===== config.mk =====
export PLATFORM = sky130hd
export DESIGN_NAME = dual_latch_dac_rx
export DESIGN_NICKNAME = d
export VERILOG_FILES = /design/src/rtl/dacrx_pkg.sv /design/src/rtl/dacrx_rst_sync.sv /design/src/rtl/dacrx_sync_cell.sv /design/src/rtl/dacrx_fall_detect.sv /design/src/rtl/dacrx_frame_shifter.sv /design/src/rtl/dacrx_load_ctrl.sv /design/src/rtl/dual_latch_dac_rx.sv
export SDC_FILE = /design/constraint.sdc
export NUM_CORES = 1
export LEC_CHECK = 0
export ABC_AREA = 1
export BUFFER_PORTS_ARGS = -buffer_cell sky130_fd_sc_hd__buf_4
export CAP_MARGIN = 40
export CORE_MARGIN = 2
export CORE_UTILIZATION = 65
export CTS_BUF_LIST = sky130_fd_sc_hd__clkbuf_8
export DETAILED_ROUTE_END_ITERATION = 6
export PLACE_DENSITY = 0.87
export SLEW_MARGIN = 20
export SYNTH_ARGS = -nofsm -noshare
export SYNTH_HDL_FRONTEND = slang
export SYNTH_SLANG_ARGS = --single-unit
export TNS_END_PERCENT = 100

===== constraint.sdc =====
create_clock -name clk -period 3.2 [get_ports clk]
set_input_delay 0.16 -clock clk [delete_from_list [all_inputs] [get_ports clk]]
set_output_delay 0.16 -clock clk [all_outputs]
set_load 0.01 [all_outputs]

===== src/rtl/dacrx_pkg.sv =====
package dacrx_pkg;
  typedef enum logic {
    RX_IDLE  = 1'b0,
    RX_SHIFT = 1'b1
  } rx_state_e;
endpackage


===== src/rtl/dacrx_rst_sync.sv =====
module dacrx_rst_sync #(
  parameter int STAGES = 2
) (
  input  logic clk,
  input  logic rst_n,
  output logic rst_sync_n
);
  logic [STAGES-1:0] chain_q;
  logic [STAGES-1:0] chain_d;

  always_comb begin
    chain_d = {chain_q[STAGES-2:0], 1'b1};
  end

  always_ff @(posedge clk or negedge rst_n) begin
    if (!rst_n) chain_q <= '0;
    else        chain_q <= chain_d;
  end

  assign rst_sync_n = chain_q[STAGES-1];
endmodule


===== src/rtl/dacrx_sync_cell.sv =====
module dacrx_sync_cell #(
  parameter int              WIDTH   = 4,
  parameter int              STAGES  = 2,
  parameter logic [WIDTH-1:0] RST_VAL = '1
) (
  input  logic             clk,
  input  logic             rst_n,
  input  logic [WIDTH-1:0] d,
  output logic [WIDTH-1:0] q
);
  logic [WIDTH-1:0] stage_q [STAGES];

  genvar s;
  generate
    for (s = 0; s < STAGES; s++) begin : g_stage
      logic [WIDTH-1:0] stage_d;
      if (s == 0) begin : g_first
        always_comb stage_d = d;
      end else begin : g_rest
        always_comb stage_d = stage_q[s-1];
      end
      always_ff @(posedge clk or negedge rst_n) begin
        if (!rst_n) stage_q[s] <= RST_VAL;
        else        stage_q[s] <= stage_d;
      end
    end
  endgenerate

  assign q = stage_q[STAGES-1];
endmodule


===== src/rtl/dacrx_fall_detect.sv =====
module dacrx_fall_detect #(
  parameter int               WIDTH   = 3,
  parameter logic [WIDTH-1:0] RST_VAL = '1
) (
  input  logic             clk,
  input  logic             rst_n,
  input  logic [WIDTH-1:0] level,
  output logic [WIDTH-1:0] fall
);
  logic [WIDTH-1:0] prev_q;

  always_ff @(posedge clk or negedge rst_n) begin
    if (!rst_n) prev_q <= RST_VAL;
    else        prev_q <= level;
  end

  assign fall = prev_q & ~level;
endmodule


===== src/rtl/dacrx_frame_shifter.sv =====
module dacrx_frame_shifter
  import dacrx_pkg::*;
#(
  parameter int FRAME_BITS = 16,
  parameter int DATA_BITS  = 12
) (
  input  logic                 clk,
  input  logic                 rst_n,
  input  logic                 sclk_fall,
  input  logic                 fs_fall,
  input  logic                 fs_level,
  input  logic                 sdata,
  output logic                 busy,
  output logic                 frame_done,
  output logic [DATA_BITS-1:0] frame_word,
  output logic [DATA_BITS-1:0] in_latch
);
  localparam int CNT_W = $clog2(FRAME_BITS + 1);
  localparam logic [CNT_W-1:0] LAST_IDX = CNT_W'(FRAME_BITS - 1);

  rx_state_e            state_q, state_d;
  logic [CNT_W-1:0]     cnt_q, cnt_d;
  logic [DATA_BITS-1:0] shift_q, shift_d;
  logic [DATA_BITS-1:0] latch_q;
  logic                 shift_en;
  logic                 latch_en;

  assign frame_word = {shift_q[DATA_BITS-2:0], sdata};

  always_comb begin
    state_d    = state_q;
    cnt_d      = cnt_q;
    shift_d    = shift_q;
    shift_en   = 1'b0;
    latch_en   = 1'b0;
    frame_done = 1'b0;
    if (fs_fall) begin
      state_d = RX_SHIFT;
      cnt_d   = '0;
    end else if (state_q == RX_SHIFT) begin
      if (fs_level) begin
        state_d = RX_IDLE;
        cnt_d   = '0;
      end else if (sclk_fall) begin
        shift_en = 1'b1;
        shift_d  = frame_word;
        if (cnt_q == LAST_IDX) begin
          frame_done = 1'b1;
          latch_en   = 1'b1;
          state_d    = RX_IDLE;
          cnt_d      = '0;
        end else begin
          cnt_d = cnt_q + 1'b1;
        end
      end
    end
  end

  always_ff @(posedge clk or negedge rst_n) begin
    if (!rst_n) begin
      state_q <= RX_IDLE;
      cnt_q   <= '0;
    end else begin
      state_q <= state_d;
      cnt_q   <= cnt_d;
    end
  end

  always_ff @(posedge clk or negedge rst_n) begin
    if (!rst_n)        shift_q <= '0;
    else if (shift_en) shift_q <= shift_d;
  end

  always_ff @(posedge clk or negedge rst_n) begin
    if (!rst_n)        latch_q <= '0;
    else if (latch_en) latch_q <= frame_word;
  end

  assign busy     = (state_q == RX_SHIFT);
  assign in_latch = latch_q;
endmodule


===== src/rtl/dacrx_load_ctrl.sv =====
module dacrx_load_ctrl #(
  parameter int DATA_BITS = 12
) (
  input  logic                 clk,
  input  logic                 rst_n,
  input  logic                 ld_fall,
  input  logic                 ld_level,
  input  logic                 busy,
  input  logic                 frame_done,
  input  logic [DATA_BITS-1:0] frame_word,
  input  logic [DATA_BITS-1:0] in_latch,
  output logic [DATA_BITS-1:0] dac_code,
  output logic                 dac_upd
);
  logic [DATA_BITS-1:0] dac_q, wr_data;
  logic                 upd_q, wr_en;
  logic                 idle_load, frame_load;

  always_comb begin
    frame_load = frame_done & ~ld_level;
    idle_load  = ld_fall & ~busy;
    wr_en      = frame_load | idle_load;
    wr_data    = frame_load ? frame_word : in_latch;
  end

  always_ff @(posedge clk or negedge rst_n) begin
    if (!rst_n) upd_q <= 1'b0;
    else        upd_q <= wr_en;
  end

  always_ff @(posedge clk or negedge rst_n) begin
    if (!rst_n)     dac_q <= '0;
    else if (wr_en) dac_q <= wr_data;
  end

  assign dac_code = dac_q;
  assign dac_upd  = upd_q;
endmodule


===== src/rtl/dual_latch_dac_rx.sv =====
module dual_latch_dac_rx #(
  parameter int FRAME_BITS  = 16,
  parameter int DATA_BITS   = 12,
  parameter int SYNC_STAGES = 2
) (
  input  logic                 clk,
  input  logic                 rst_n,
  input  logic                 sclk_in,
  input  logic                 fs_n_in,
  input  logic                 sdata_in,
  input  logic                 ld_n_in,
  output logic [DATA_BITS-1:0] dac_code,
  output logic                 dac_upd
);
  localparam int IDX_SCLK = 0;
  localparam int IDX_FS   = 1;
  localparam int IDX_LD   = 2;
  localparam int IDX_DATA = 3;
  localparam int N_IN     = 4;
  localparam int N_EDGE   = 3;

  logic                 rst_sync_n;
  logic [N_IN-1:0]      raw_in, sync_lvl;
  logic [N_EDGE-1:0]    falls;
  logic                 busy, frame_done;
  logic [DATA_BITS-1:0] frame_word, in_latch;

  dacrx_rst_sync #(.STAGES(SYNC_STAGES)) u_rst (
    .clk(clk), .rst_n(rst_n), .rst_sync_n(rst_sync_n)
  );

  assign raw_in = {sdata_in, ld_n_in, fs_n_in, sclk_in};

  dacrx_sync_cell #(
    .WIDTH(N_IN), .STAGES(SYNC_STAGES), .RST_VAL(4'b0111)
  ) u_sync (
    .clk(clk), .rst_n(rst_sync_n), .d(raw_in), .q(sync_lvl)
  );

  dacrx_fall_detect #(.WIDTH(N_EDGE), .RST_VAL(3'b111)) u_edge (
    .clk(clk), .rst_n(rst_sync_n), .level(sync_lvl[N_EDGE-1:0]), .fall(falls)
  );

  dacrx_frame_shifter #(.FRAME_BITS(FRAME_BITS), .DATA_BITS(DATA_BITS)) u_shift (
    .clk(clk), .rst_n(rst_sync_n),
    .sclk_fall(falls[IDX_SCLK]), .fs_fall(falls[IDX_FS]),
    .fs_level(sync_lvl[IDX_FS]), .sdata(sync_lvl[IDX_DATA]),
    .busy(busy), .frame_done(frame_done),
    .frame_word(frame_word), .in_latch(in_latch)
  );

  dacrx_load_ctrl #(.DATA_BITS(DATA_BITS)) u_load (
    .clk(clk), .rst_n(rst_sync_n),
    .ld_fall(falls[IDX_LD]), .ld_level(sync_lvl[IDX_LD]),
    .busy(busy), .frame_done(frame_done),
    .frame_word(frame_word), .in_latch(in_latch),
    .dac_code(dac_code), .dac_upd(dac_upd)
  );
endmodule


# Word level (Yosys, flattened, before mapping)
# Index checks and enable logic that the tools add are counted.
# totals
register_bits	55
inputBits	6
word_cells	45
# classes
add_sub_neg	1
n_eq_ne	1
n_mux	20
n_bitwise	9
reduce_logical	4
# ops
cell	n
2-to-1 mux 5 bit	5
2-to-1 mux 1 bit	14
2-to-1 mux 12 bit	1
adder 5 x 1 -> 5 bit, second input constant	1
equality test 5 x 4 -> 1 bit, second input constant	1
AND reduction 5 bit	1
inverter 1 bit	4
bitwise AND 3 bit	1
inverter 3 bit	1
nonzero test 3 bit	1
bitwise AND 1 bit	2
AND reduction 2 bit	1
nonzero test 2 bit	1
bitwise OR 1 bit	1

# Logic depth before layout (Yosys ltp)
# Gate-level depths: netlist of the first run.
# logic_depth
depth_word	8
depth_mapped	8
ltp_nobuf	8

# Modules after synthesis
# From an unflattened synthesis of the first run, not the netlist that was laid out.
# unflattened
hier_cells	261
area_unflattened_um2	2392.3
# by_module_without_submodules
module	instances	cells_per_inst	area_per_inst_um2	seq_area_each_um2
dacrx_frame_shifter	1	133	1286.2	725.7
dacrx_load_ctrl	1	108	735.7	325.3
dacrx_sync_cell	1	8	207.7	207.7
dacrx_fall_detect	1	9	108.9	78.8
dacrx_rst_sync	1	3	53.8	50.0

# Worst setup path before layout of the first run
# OpenSTA, ideal clock, no wires.
# synth_path
kind	register to register
from	reg u_shift.cnt_q[0]
to	reg u_load.dac_q[2] (netlist: u_load.dac_code[2])
setup_time_ps	125
arrival_ps	1250
required_ps	3075
slack_ps	1825
path_stages_with_launch	8
n_path_buf	1
synth_period_minus_slack_ps	1375
cell_sequence	dfrtp_1 -> ha_1 -> nand3_2 -> nor2_4 -> nand3_4 -> buf_6 -> nand3_2 -> nand3_1
# synth_between
elab_chain_cells	8
elab_cells_between_ends	9
cone_classes	eq/ne: 1; mux: 6; bitwise: 2
# synth_rtl
element	line_no	source
from (decl)	dacrx_frame_shifter.sv:22	logic [CNT_W-1:0] cnt_q, cnt_d;
from (signal assigned)	dacrx_frame_shifter.sv:65	cnt_q <= cnt_d;
equality test 5 x 4 -> 1 bit *	dacrx_frame_shifter.sv:47	if (cnt_q == LAST_IDX) begin
2-to-1 mux 1 bit *	dacrx_frame_shifter.sv:47	
2-to-1 mux 1 bit *	dacrx_frame_shifter.sv:44	end else if (sclk_fall) begin
2-to-1 mux 1 bit *	dacrx_frame_shifter.sv:41	if (fs_level) begin
2-to-1 mux 1 bit *	dacrx_frame_shifter.sv:40	end else if (state_q == RX_SHIFT) begin
2-to-1 mux 1 bit *	dacrx_frame_shifter.sv:37	if (fs_fall) begin
bitwise AND 1 bit *	dacrx_load_ctrl.sv:20	frame_load = frame_done & ~ld_level;
2-to-1 mux 12 bit / bitwise OR 1 bit (equally long branches)	dacrx_load_ctrl.sv:23, dacrx_load_ctrl.sv:22	
to (signal assigned)	dacrx_load_ctrl.sv:33	else if (wr_en) dac_q <= wr_data;
to (decl)	dacrx_load_ctrl.sv:15	logic [DATA_BITS-1:0] dac_q, wr_data;
# Every way passes the cells marked *; elsewhere a longest branch is shown, timed or not.
# A chain may end at the register's enable or synchronous reset.

# Worst setup path after layout of the first run
# layout_path
from	reg u_sync.stage_q (netlist bit u_sync.q[2])
to	reg u_load.dac_q[0] (netlist: u_load.dac_code[0])
# layout_between
elab_chain_cells	4
elab_cells_between_ends	7
cone_classes	mux: 1; bitwise: 6
# layout_rtl
element	line_no	source
from (decl)	dacrx_sync_cell.sv:11	logic [WIDTH-1:0] stage_q [STAGES];
from (signal, indexed assignment)	dacrx_sync_cell.sv:24	else stage_q[s] <= stage_d;
inverter 3 bit	dacrx_fall_detect.sv:17	assign fall = prev_q & ~level;
bitwise AND 3 bit	dacrx_fall_detect.sv:17	
bitwise AND 1 bit	dacrx_load_ctrl.sv:21	idle_load = ld_fall & ~busy;
bitwise OR 1 bit	dacrx_load_ctrl.sv:22	wr_en = frame_load | idle_load;
# Parallel ways exist; a longest one is shown, timed or not.

==> results.txt, run 1 <==
- Outcome: completed
- Power density normalized to cell area: 460.4 nW/um^2
- Top post-synthesis cells by area: dfrtp_1 51%, dfstp_2 10%, nand2_1 9.4%
- Worst Hold Margin: 0.1630 ns
- At the worst endpoint, the arrival time is 2.05 ns.
- Mean post-synth cell area: 10.27 sq um
- The worst hold path belongs to the class primary input to async pin.
* Final nets: 252
* Overall track demand over capacity in global routing: 0.2316
* Initial DRC Count: 98
- Fraction of synthesized cell area taken by the top area cell type: 0.5072
- Placement Rows: 21
- Vias per cell: 5.418
- The later pin in the worst-skew pair is clocked with a latency of 0.32 ns.
- Leaving out fill and tap cells, the most frequent cell in the layout is nand2_1.
- Syn Std Cell Area: 2270 sq um
- Part of the Yosys area used for sequential elements: 0.6114
- Clock Root Buffer: clkbuf_8
- Ratio of final minimum period to clock period: 0.5793
- I/O pins: 19
- Antenna Violating Nets Remaining: 0
* Clock slew at the register clock pins of the worst setup and hold paths: 0.10 ns
- Worst setup timing slack at the placement stage: ~1.4 ns
- Final Core Density: 0.7750
* Headroom to the max-slew limit: 0.5516
- Chip height: 63.09 microns
- After detailed routing, the average wire length per cell comes to 13.42 microns.
- The analysis attributes to cell leakage a power of 1.214 nW.
* Clock network fraction of total power: 0.322
- The number of different library cells used by synthesis comes to 26.
* Post-synth top area cell: dfrtp_1
- Endpoint required time on the critical path: 3.40 ns
* Warnings from Yosys: 0
- Summed negative setup slack over all endpoints: 0 ns
* Period minus WS final: 1.854 ns
* Max VDD drop: between 0.3 and 0.4 mV
- Relative to the synthesized area, the layout overhead comes to 13.95%.
- Summing all non-filler instances in the final layout gives an area of 2586 sq um.
* Vias: 1582
* Number of search-and-repair iterations in the first detailed-routing pass: 5
- Total Wirelength: 3918 microns
- Input and output buffers added on the ports amount to 18.
* Reg2reg path depth: 7
- CTS saw 55 sinks.
- Max-cap violations in this run came to 0.
- Number of slew-limit violations in the final report: 0
* Endpoint kind of the worst setup timing path: register
- Longest Clk Path Bufs: 2
* Post-Synthesis Cells: ~220
- Of the total power, the share spent switching nets is 0.2425.
- Part of the total power dissipated in combinational logic: 0.054
- Setup repair after global routing missed its margin: false
- Vias in the first global route: 1560
- The die covers ~4000 sq um.
* # placed instances: between 200 and 300
- Remaining DRCs: 0
- Cell area after placement: 2444 sq um
- Antenna violations before repair: 0
- The core region is 3337 sq um.
- At the end of routability-driven placement, the weighted congestion stood at 0.7995.
- Pin count of the biggest net entering global routing: 32
- Ant. Diodes: 0
* Overall power consumption: approximately 1.2 mW
- First-pass GRT wire length: 6948 microns
* CTS tree: yes
- After synthesis the netlist holds a flip-flop and latch count of 55.
- Ratio of cells with drive above 1 in the final layout: 0.2480
* Starting utilization of the core area: 0.6802
- Setup slack on the critical path of the routed design comes to 1.346 ns.
- Max Freq: 539.4 MHz
- Total count of hold-check failures in the final report: 0
- Top library cells by usage in the layout, fill and taps aside: 57 x nand2_1, 45 x dfrtp_1, 22 x nand3_1
- Least-Margin Pin Slew: 0.6726 ns
- Hpwl dp: 2684 microns
* Final setup vio count: 0
* Element type at the critical path start: register
- Setup slack on the worst reg-to-reg path comes out at 1.35 ns.
* Non-filler instance count after layout: 292
- The share of total power dissipated in sequential elements is 0.624.
* Die span in x: 63.09 microns
- Synthesized netlist net count: 228
- Worst clock skew on the final layout: roughly 0.0046 ns
- Overall overflow remaining after global route: 0
- In this run, CTS created clock tree buffers numbering 5.
- CTS built an H-tree with a depth of 2.
- Total net switching power: 0.2887 mW
- In this run the worst path has a maximum fanout of 13.
- Classification of the worst setup path: register to register
* Cell-internal power: 0.9020 mW
-- power groups by stage --
stage                     Clock, mW  Sequential, mW  Combinational (mW)
after floorplan                   0           0.754              0.0378
after global placement            0           0.761              0.0493
after detailed placement          0           0.756              0.0593
after CTS                     0.389           0.743              0.0646
after global routing          0.426           0.748              0.0743
final                         0.383           0.743              0.0644
-- routing by layer --
metal	wire (microns)	up-vias	GRT usage
met5	0	-	0
met3	212	10	0.05893
met4	76	0	0.1000
met2	1802	45	0.3511
li1	-	773	-
met1	1827	754	0.3204
-- cell usage after synthesis --
cell type	instances
a21oi_1	4
and3_1	1
buf_2	2
buf_6	3
clkbuf_1	3
clkinv_1	1
conb_1	1
dfrtp_1	46
dfstp_2	9
ha_1	1
inv_1	17
inv_2	2
mux2i_1	1
nand2_1	57
nand2_2	1
nand3_1	22
nand3_2	13
nand3_4	2
nand4_1	4
nor2_1	2
nor2_2	3
nor2_4	1
nor2_8	1
o21ai_0	8
o21ai_1	15
o22ai_1	1
-- what timing repair did --
action                    CTS  global route
gates resized for setup     0             0
setup buffers               0             0
hold endpoints to repair    6             0
hold buffers                5             0
-- cell type report --
| class | instances | area [sq um] |
|---|---|---|
| Clock buffer | 5 | 68.82 |
| Clock inverter | 3 | 23.77 |
| Fill cell | 205 | 750.7 |
| Inverter | 20 | 75.07 |
| Multi-Input combinational cell | 138 | 752.0 |
| Sequential cell | 55 | 1389 |
| Tap cell | 46 | 57.56 |
| Timing Repair Buffer | 25 | 220.2 |
-- registers in the layout (all words and copies together), names as in the netlist --
name                    cells
u_edge.prev_q               3
u_load.dac_code            12
u_load.dac_upd              1
u_rst.chain_q               2
u_shift.busy                1
u_shift.cnt_q               5
u_shift.in_latch           12
u_shift.shift_q            11
u_sync.g_stage.stage_d      4
u_sync.q                    4
-- cells by family (layout without fill, tap and decap cells) --
logic type | Yosys count | in the layout | share of synthesized area
multiplexers | 1 | 1 | 0.004410
AND/OR/NAND/NOR | 107 | 107 | 0.2574
flip-flops | 55 | 55 | 0.6114
adder cells (fa/ha/maj) | 1 | 1 | 0.005512
buffers and inverters | 28 | 53 | 0.05733
other | 1 | 1 | 0.001652
AO/OA/AOI/OAI | 28 | 28 | 0.06230
-- worst max-delay path, cell delays in order (launching register included) --
cell	delay, ns
dfstp_2	0.38
inv_2	0.20
nand2_1	0.08
nor2_1	0.09
buf_4	0.19
clkinv_1	0.45
nand3_1	0.25
nand3_1	0.09
-- path summary, 6_finish.rpt --
kind | startpoint | end
max in group asynchronous | u_rst.chain_q[1] | u_edge.prev_q[2]
min in group clk | u_sync.g_stage[1].stage_d[1] | u_sync.q[1]
max | u_sync.q[2] | u_load.dac_code[0]
max reg2reg | u_sync.q[2] | u_load.dac_code[0]
min reg2reg | u_rst.chain_q[1] | u_shift.shift_q[7]
min | rst_n | u_rst.chain_q[1]
Note: power is estimated with default switching activity, not from simulation.
==> run 2: changes to the inputs <==
--- a/config.mk
+++ b/config.mk
@@ -9,10 +9,10 @@
 export BUFFER_PORTS_ARGS = -buffer_cell sky130_fd_sc_hd__buf_4
 export CAP_MARGIN = 40
 export CORE_MARGIN = 2
-export CORE_UTILIZATION = 65
+export CORE_UTILIZATION = 55
 export CTS_BUF_LIST = sky130_fd_sc_hd__clkbuf_8
 export DETAILED_ROUTE_END_ITERATION = 6
-export PLACE_DENSITY = 0.87
+export PLACE_DENSITY = 0.78
 export SLEW_MARGIN = 20
 export SYNTH_ARGS = -nofsm -noshare
 export SYNTH_HDL_FRONTEND = slang
==> constraint.sdc (replaced) <==
create_clock -name clk -period 1.5 [get_ports clk]
set_input_delay 0.075 -clock clk [delete_from_list [all_inputs] [get_ports clk]]
set_output_delay 0.075 -clock clk [all_outputs]
set_load 0.01 [all_outputs]
==> run 2 against run 1 <==
Against the previous run: critical path depth stayed put; first-iteration DRC count is 8.2% higher; non-clock buffer count is 10 higher; utilization is 8.5 points lower; combinational power grew to 2.6 times the previous value; clock power is 140% higher; largest power group unchanged; clock-buffer cell count stayed put; final cell count is 5.1% higher; global-route usage is 2.5 points lower; worst hold slack worse by 0.073 ns.
==> results.txt, run 2 (synthesized netlist as in run 1, its figures left out) <==
* Placement Rows: 23 (was 21)
- The antenna diode count came to 0 (unchanged).
- Final nets: 263 (was 252)
* Library cell contributing the largest single delay on the critical path: dfstp_2 (was clkinv_1)
- The number of routed nets with antenna violations was 0 (unchanged).
- The power after layout is 2.684 mW (was 1.191 mW).
* IO buf count: 18 (unchanged)
- The level count of the clock H-tree is 2 (unchanged).
- Sinks on Clock Net: 55 (unchanged)
- The number of antenna violations at the first check in global routing was 0 (unchanged).
- The post-detailed-placement half-perimeter wirelength was 2682 microns (was 2684 microns).
* Power density normalized to cell area: 972.1 nW/um^2 (was 460.4 nW/um^2)
- Initial DRC Count: 106 (was 98)
- Top library cells by usage in the layout, fill and taps aside: 57 x nand2_1, 45 x dfrtp_1, 25 x buf_4 (was 57 x nand2_1, 45 x dfrtp_1, 22 x nand3_1).
* Overall track demand over capacity in global routing: 0.2069 (was 0.2316)
- Worst setup timing slack at the placement stage: -0.01303 ns (was 1.369 ns)
* Number of slew-limit violations in the final report: 0 (unchanged)
- Post-route cell area: 2761 sq um (was 2586 sq um)
* Non-filler instance count after layout: 307 (was 292)
- The buffer type at the clock tree root is clkbuf_8 (unchanged).
* Endpoint required time on the critical path: 1.74 ns (was 3.40 ns)
* Data arrival time of the worst path: 1.66 ns (was 2.05 ns)
* CTS tree: yes (unchanged)
- The most frequent standard cell in the layout excluding fill and tap cells is nand2_1 (unchanged).
- The number of placed cells counting well taps came to 288 (was 279).
- Final setup vio count: 0 (unchanged)
- Longest Clk Path Bufs: 2 (unchanged)
* Number of buffers created by CTS: 5 (unchanged)
* Worst clock skew on the final layout: 0.01042 ns (was 0.004606 ns)
- The buffering stage count on the worst path with inverters included came to 2 (was 3).
* Element type at the critical path start: register (unchanged)
* Sequence of cells on the critical path: inv_2 > nand2_1 > nor2_8 > nand2_2 > clkbuf_16 > nand2_1 > o21ai_1 (was inv_2 > nand2_1 > nor2_1 > buf_4 > clkinv_1 > nand3_1 > nand3_1)
* Starting utilization of the core area: 0.5674 (was 0.6802)
- The routed wirelength normalized by instance count is 13.97 microns (was 13.42 microns).
- The count of final hold-check violations is 0 (unchanged).
* Max-capacitance violation count: 0 (unchanged)
- CORE AREA: 4000 sq um (was 3337 sq um)
* Worst path max stage delay: 0.58 ns (was 0.45 ns)
- The placed standard-cell area was 2491 sq um (was 2444 sq um).
- The kind of capture point of the worst setup path is a register (unchanged).
* Period minus WS final: 1.427 ns (was 1.854 ns)
- The category of the most critical setup path is register to register (unchanged).
- Vias per cell: 5.303 (was 5.418)
- Overall overflow remaining after global route: 0 (unchanged)
- The worst hold margin came to 0.09000 ns (was 0.1630 ns).
* Total Wirelength: 4289 microns (was 3918 microns)
* Outcome: completed (unchanged)
- The iteration count of the initial detailed-routing pass is 4 (was 5).
- The overall die width came to 68.24 microns (was 63.09 microns).
- Pin count of the biggest net entering global routing: 40 (was 32)
- The clock latency on the worst-skew pair came to 0.31 ns (was 0.32 ns).
* Leakage dissipation: 1.296 nW (was 1.214 nW)
- The clock input transition at the sequential cells of the worst setup and hold paths came to 0.10 ns (about the same).
- The count of pins on the block boundary is 19 (unchanged).
* Vias: 1628 (was 1582)
- The largest fanout on the critical path was 11 (was 13).
* Summed negative setup slack over all endpoints: 0 ns (unchanged)
- Final Core Density: 0.6903 (was 0.7750)
* Ratio of cells with drive above 1 in the final layout: 0.2763 (was 0.2480)
* Setup slack after layout: 0.07267 ns (was 1.346 ns)
- The number of global-route vias before repair was 1508 (was 1560).
- The die area came to 4657 sq um (was 3980 sq um).
- The upper clock frequency limit was 700.6 MHz (was 539.4 MHz).
- The layout-stage area growth over the synthesis result came to 21.66% (was 13.95%).
- The global-route wire length before repair was 6906 microns (was 6948 microns).
* Chip height: 68.24 microns (was 63.09 microns)
- Cell family with most CP delay: flip-flops (was buffers and inverters)
* Most frequent cell on the critical path: nand2_1 (was nand3_1)
- Type of the tightest min-delay check: primary input to async pin (unchanged)
* Remaining DRCs: 0 (unchanged)
- The ratio of final minimum period to clock period was 0.9516 (was 0.5793).
- Setup repair after global routing missed its margin: false (unchanged)
- Global placement routability congestion: 0.7590 (was 0.7995)
* Max VDD drop: 0.8156 mV (was 0.3830 mV)
==> run 2: cell count changes in the layout (fill, tap and decap cells not counted), sizes merged <==
cell | previous run | this run
clkinvlp | 2 | 0
clkbuf | 5 | 6
nand3 | 37 | 38
buf | 20 | 29
inv | 20 | 21
bufinv | 0 | 1
==> run 2: worst register-to-register path, delay by kind of cell, from the launching register on <==
kind	cells	cell delay [ns]
buffers and inverters	2	0.25
AND/OR/NAND/NOR	4	0.47
flip-flops	1	0.58
AO/OA/AOI/OAI	1	0.07
==> run 2: path summary, 6_finish.rpt <==
| kind | start | to | slack [ns] | cells after the start |
|---|---|---|---|---|
| worst min register to register | u_rst.chain_q[1] | u_load.dac_code[8] | 0.17 | 0 |
| worst max-delay path | u_sync.q[1] | u_shift.in_latch[9] | 0.07 | 7 |
| worst min-delay path | rst_n | u_rst.chain_q[1] | 0.09 | 2 |
| max in group asynchronous | u_rst.chain_q[1] | u_sync.g_stage[1].stage_d[0] | 0.74 | 1 |
| worst max register to register | u_sync.q[1] | u_shift.in_latch[9] | 0.07 | 7 |
| min in group clk | u_sync.g_stage[1].stage_d[0] | u_sync.q[0] | 0.36 | 0 |
==> run 2: timing repair <==
action	CTS	global route
resized for setup	0	6
endpoints found under the setup margin	4	24
setup buffers	0	4
gates cloned	1	1
pin swaps	1	4
hold buffers	5	0
endpoints found under the hold margin	6	0
==> run 2: layout make-up <==
class	instances	area, sq um
inverters	20	75.07
well taps	50	62.56
flip-flops and latches	55	1389
clock inverters	3	37.54
fillers	271	1239
clock buffers	5	68.82
multi-input cells	139	794.5
repair buffers	35	334.1
==> run 2: routing by layer <==
| metal | track usage | part of all wire |
|---|---|---|
| met1 | 0.2576 | 0.41 |
| met2 | 0.3422 | 0.55 |
| met3 | 0.05921 | 0.042 |
| met4 | 0.07750 | 0.0068 |
| met5 | 0 | 0 |
==> run 2: where the power goes <==
part / internal (mW) / leakage [nW] / switching (mW)
sequential: 1.53 / 0.722 / 0.0429
combinational: 0.0680 / 0.513 / 0.102
clock: 0.486 / 0.0607 / 0.450
==> run 3: changes to the inputs <==
--- a/config.mk
+++ b/config.mk
@@ -9,10 +9,10 @@
 export BUFFER_PORTS_ARGS = -buffer_cell sky130_fd_sc_hd__buf_4
 export CAP_MARGIN = 40
 export CORE_MARGIN = 2
-export CORE_UTILIZATION = 55
+export CORE_UTILIZATION = 65
 export CTS_BUF_LIST = sky130_fd_sc_hd__clkbuf_8
 export DETAILED_ROUTE_END_ITERATION = 6
-export PLACE_DENSITY = 0.78
+export PLACE_DENSITY = 0.87
 export SLEW_MARGIN = 20
 export SYNTH_ARGS = -nofsm -noshare
 export SYNTH_HDL_FRONTEND = slang
==> constraint.sdc (replaced) <==
create_clock -name clk -period 1.8 [get_ports clk]
set_input_delay 0.09 -clock clk [delete_from_list [all_inputs] [get_ports clk]]
set_output_delay 0.09 -clock clk [all_outputs]
set_load 0.01 [all_outputs]
==> run 3 against run 2 <==
Against the previous run: final cell count shrank 3.9%; setup slack improved by 0.15 ns; clock power is 23% lower.
==> results.txt, run 3 (synthesized netlist as in run 1, its figures left out) <==
- Outcome: completed (unchanged)
- Setup repair after global routing missed its margin: false (unchanged)
- Max Freq: 635.2 MHz (was 700.6 MHz)
* # placed instances: 282 (was 288)
* Vias in the first global route: 1584 (was 1508)
* Sequence of cells on the critical path: ha_1 > nand3_2 > nor2_4 > nand3_4 > nand2_1 > nand2_1 > nand2_1 (was inv_2 > nand2_1 > nor2_8 > nand2_2 > clkbuf_16 > nand2_1 > o21ai_1)
- Endpoint kind of the worst setup timing path: register (unchanged)
- The placer's final routability congestion estimate came to 0.8081 (was 0.7590).
- Max VDD drop: 0.6896 mV (was 0.8156 mV)
- Filler cell count in the final layout: 228 (was 271)
- Library cell contributing the largest single delay on the critical path: dfrtp_1 (was dfstp_2)
* Number of gates given a new drive strength after cts: 0 (unchanged)
* Worst path max stage delay: 0.39 ns (was 0.58 ns)
- Routed length per instance: 13.16 microns (was 13.97 microns)
* Leakage dissipation: 1.238 nW (was 1.296 nW)
* Final nets: 255 (was 263)
- Overall overflow remaining after global route: 0 (unchanged)
* Ratio of final minimum period to clock period: 0.8746 (was 0.9516)
- The startpoint class of the critical path is a register (unchanged).
- Endpoint required time on the critical path: 2.05 ns (was 1.74 ns)
- Final Core Density: 0.7818 (was 0.6903)
- Overall track demand over capacity in global routing: 0.2290 (was 0.2069)
- Total count of hold-check failures in the final report: 0 (unchanged)
- Starting utilization of the core area: 0.6802 (was 0.5674)
* Vias: 1531 (was 1628)
* Antenna violations before repair: 0 (unchanged)
- The most used cell along the critical path is nand2_1 (unchanged).
* Relative area change from synthesis to final layout: 14.94% (was 21.66%)
- Data arrival time of the worst path: 1.83 ns (was 1.66 ns)
- The count of pins on the block boundary came to 19 (unchanged).
- The count of standard-cell rows was 21 (was 23).
* Remaining DRCs: 0 (unchanged)
- Footprint of the multi-input gates: 752.0 sq um (was 794.5 sq um)
- The post-placement worst setup slack is 0.2458 ns (was -0.01303 ns).
* Overall power consumption: 2.158 mW (was 2.684 mW)
* Top library cells by usage in the layout, fill and taps aside: 57 x nand2_1, 45 x dfrtp_1, 22 x nand3_1, 22 x buf_4, 18 x inv_1 (was 57 x nand2_1, 45 x dfrtp_1, 25 x buf_4)
- Initial DRC Count: 90 (was 106)
- The clock input transition at the sequential cells of the worst setup and hold paths came to 0.09 ns (was 0.10 ns).
* Die Outline Area: 3980 sq um (was 4657 sq um)
- The number of routed nets with antenna violations is 0 (unchanged).
- The startpoint of the lowest-slack register-to-register path is u_shift.cnt_q[0] (was u_sync.q[1]).
- The core area came to 3337 sq um (was 4000 sq um).
* Later-pin clock latency in the skew report: 0.31 ns (about the same)
- The share of final-layout standard cells stronger than drive strength 1 is 0.2530 (was 0.2763).
* Final setup vio count: 0 (unchanged)
- IO buf count: 18 (unchanged)
* Period minus WS final: 1.574 ns (was 1.427 ns)
- The buffer depth of the longest clock path was 2 (unchanged).
- CTS tree: yes (unchanged)
- Chip height: 63.09 microns (was 68.24 microns)
- The worst min-delay path class is primary input to async pin (unchanged).
* Classification of the worst setup path: register to register (unchanged)
* Hpwl dp: 2591 microns (was 2682 microns)
* H-tree levels: 2 (unchanged)
* Non-filler instance count after layout: 295 (was 307)
- Sinks on Clock Net: 55 (unchanged)
* Setup slack after layout: 0.2257 ns (was 0.07267 ns)
- Number of slew-limit violations in the final report: 0 (unchanged)
- The total wirelength of the detailed-routed design is 3882 microns (was 4289 microns).
- Number of search-and-repair iterations in the first detailed-routing pass: 4 (unchanged)
- The antenna diode count came to 0 (unchanged).
* Most frequent standard cell in the layout excluding fill and tap cells: nand2_1 (unchanged)
- Number of buffers created by CTS: 5 (unchanged)
* Setup slack, reg-to-reg: 0.23 ns (was 0.07 ns)
* Power density normalized to cell area: 827.3 nW/um^2 (was 972.1 nW/um^2)
* Die span in x: 63.09 microns (was 68.24 microns)
- Worst clock skew on the final layout: 0.009233 ns (was 0.01042 ns)
* Clock Root Buffer: clkbuf_8 (unchanged)
- The flip-flop and latch area was 1389 sq um (unchanged).
- Summed negative setup slack over all endpoints: 0 ns (unchanged)
- Max-capacitance violation count: 0 (unchanged)
* First-pass GRT wire length: 6962 microns (was 6906 microns)
- The largest fanout on the critical path is 16 (was 11).
* Vias per cell: 5.190 (was 5.303)
- Pin count of the biggest net entering global routing: 37 (was 40)
- Crit path launch: u_shift.cnt_q[0] (was u_sync.q[1])
run 3: changes by cell type in the layout (fill, tap and decap cells not counted):
cell	delta
nand3_4	-2
inv_1	-1
clkbuf_8	+2
buf_12	-2
ha_4	-1
bufinv_16	-1
buf_6	-1
nor2_4	-1
buf_4	-3
ha_1	+1
nand3_2	+1
clkbuf_16	-1
nor2_2	+1
run 3: worst max-delay path, delay by kind of cell (launching register included):
family / cells / cell delay (ns)
and+or+nand+nor: 6 / 0.88
DFF: 1 / 0.39
adders and majority gates: 1 / 0.24
run 3: path summary, 6_finish.rpt:
| check | endpoint | cells after the start |
|---|---|---|
| max reg2reg | u_load.dac_code[11] | 7 |
| min reg2reg | u_shift.busy | 0 |
| min in group clk | u_sync.q[1] | 0 |
| max in group asynchronous | u_sync.g_stage[1].stage_d[2] | 1 |
| min | u_rst.chain_q[1] | 2 |
| max | u_load.dac_code[11] | 7 |
run 3: where the power goes:
part	internal (mW)	switching [mW]	leakage (nW)
combinational	0.0468	0.0768	0.460
sequential	1.28	0.0347	0.722
clock	0.346	0.375	0.0557
run 3: area by class of cell:
cell class                      instances  area share
Clock buffer                            7     0.03693
Clock inverter                          1    0.001439
Inverter                               20     0.02878
Multi-Input combinational cell        138      0.2882
Sequential cell                        55      0.5324
Tap cell                               46     0.02206
Timing Repair Buffer                   28     0.09017
run 3: stage by stage:
step	hold WS, ns	area (sq um)
after floorplan	-0.2056	2270
after global placement	-0.1274	2459
after detailed placement	-0.1249	2459
after CTS	0.08792	2609
after global routing	0.08849	2609
final	0.09576	2609
run 3: routing by layer:
metal,GRT usage,share of wire,vias to the layer above
met5,0,0,-
met4,0.09167,0.019,0
met3,0.07143,0.039,6
met2,0.3644,0.50,36
met1,0.2943,0.45,715
li1,-,-,774
run 3: timing repair:
item,CTS,global route
hold buffers,5,0
setup buffers,0,0
hold endpoints to repair,6,0
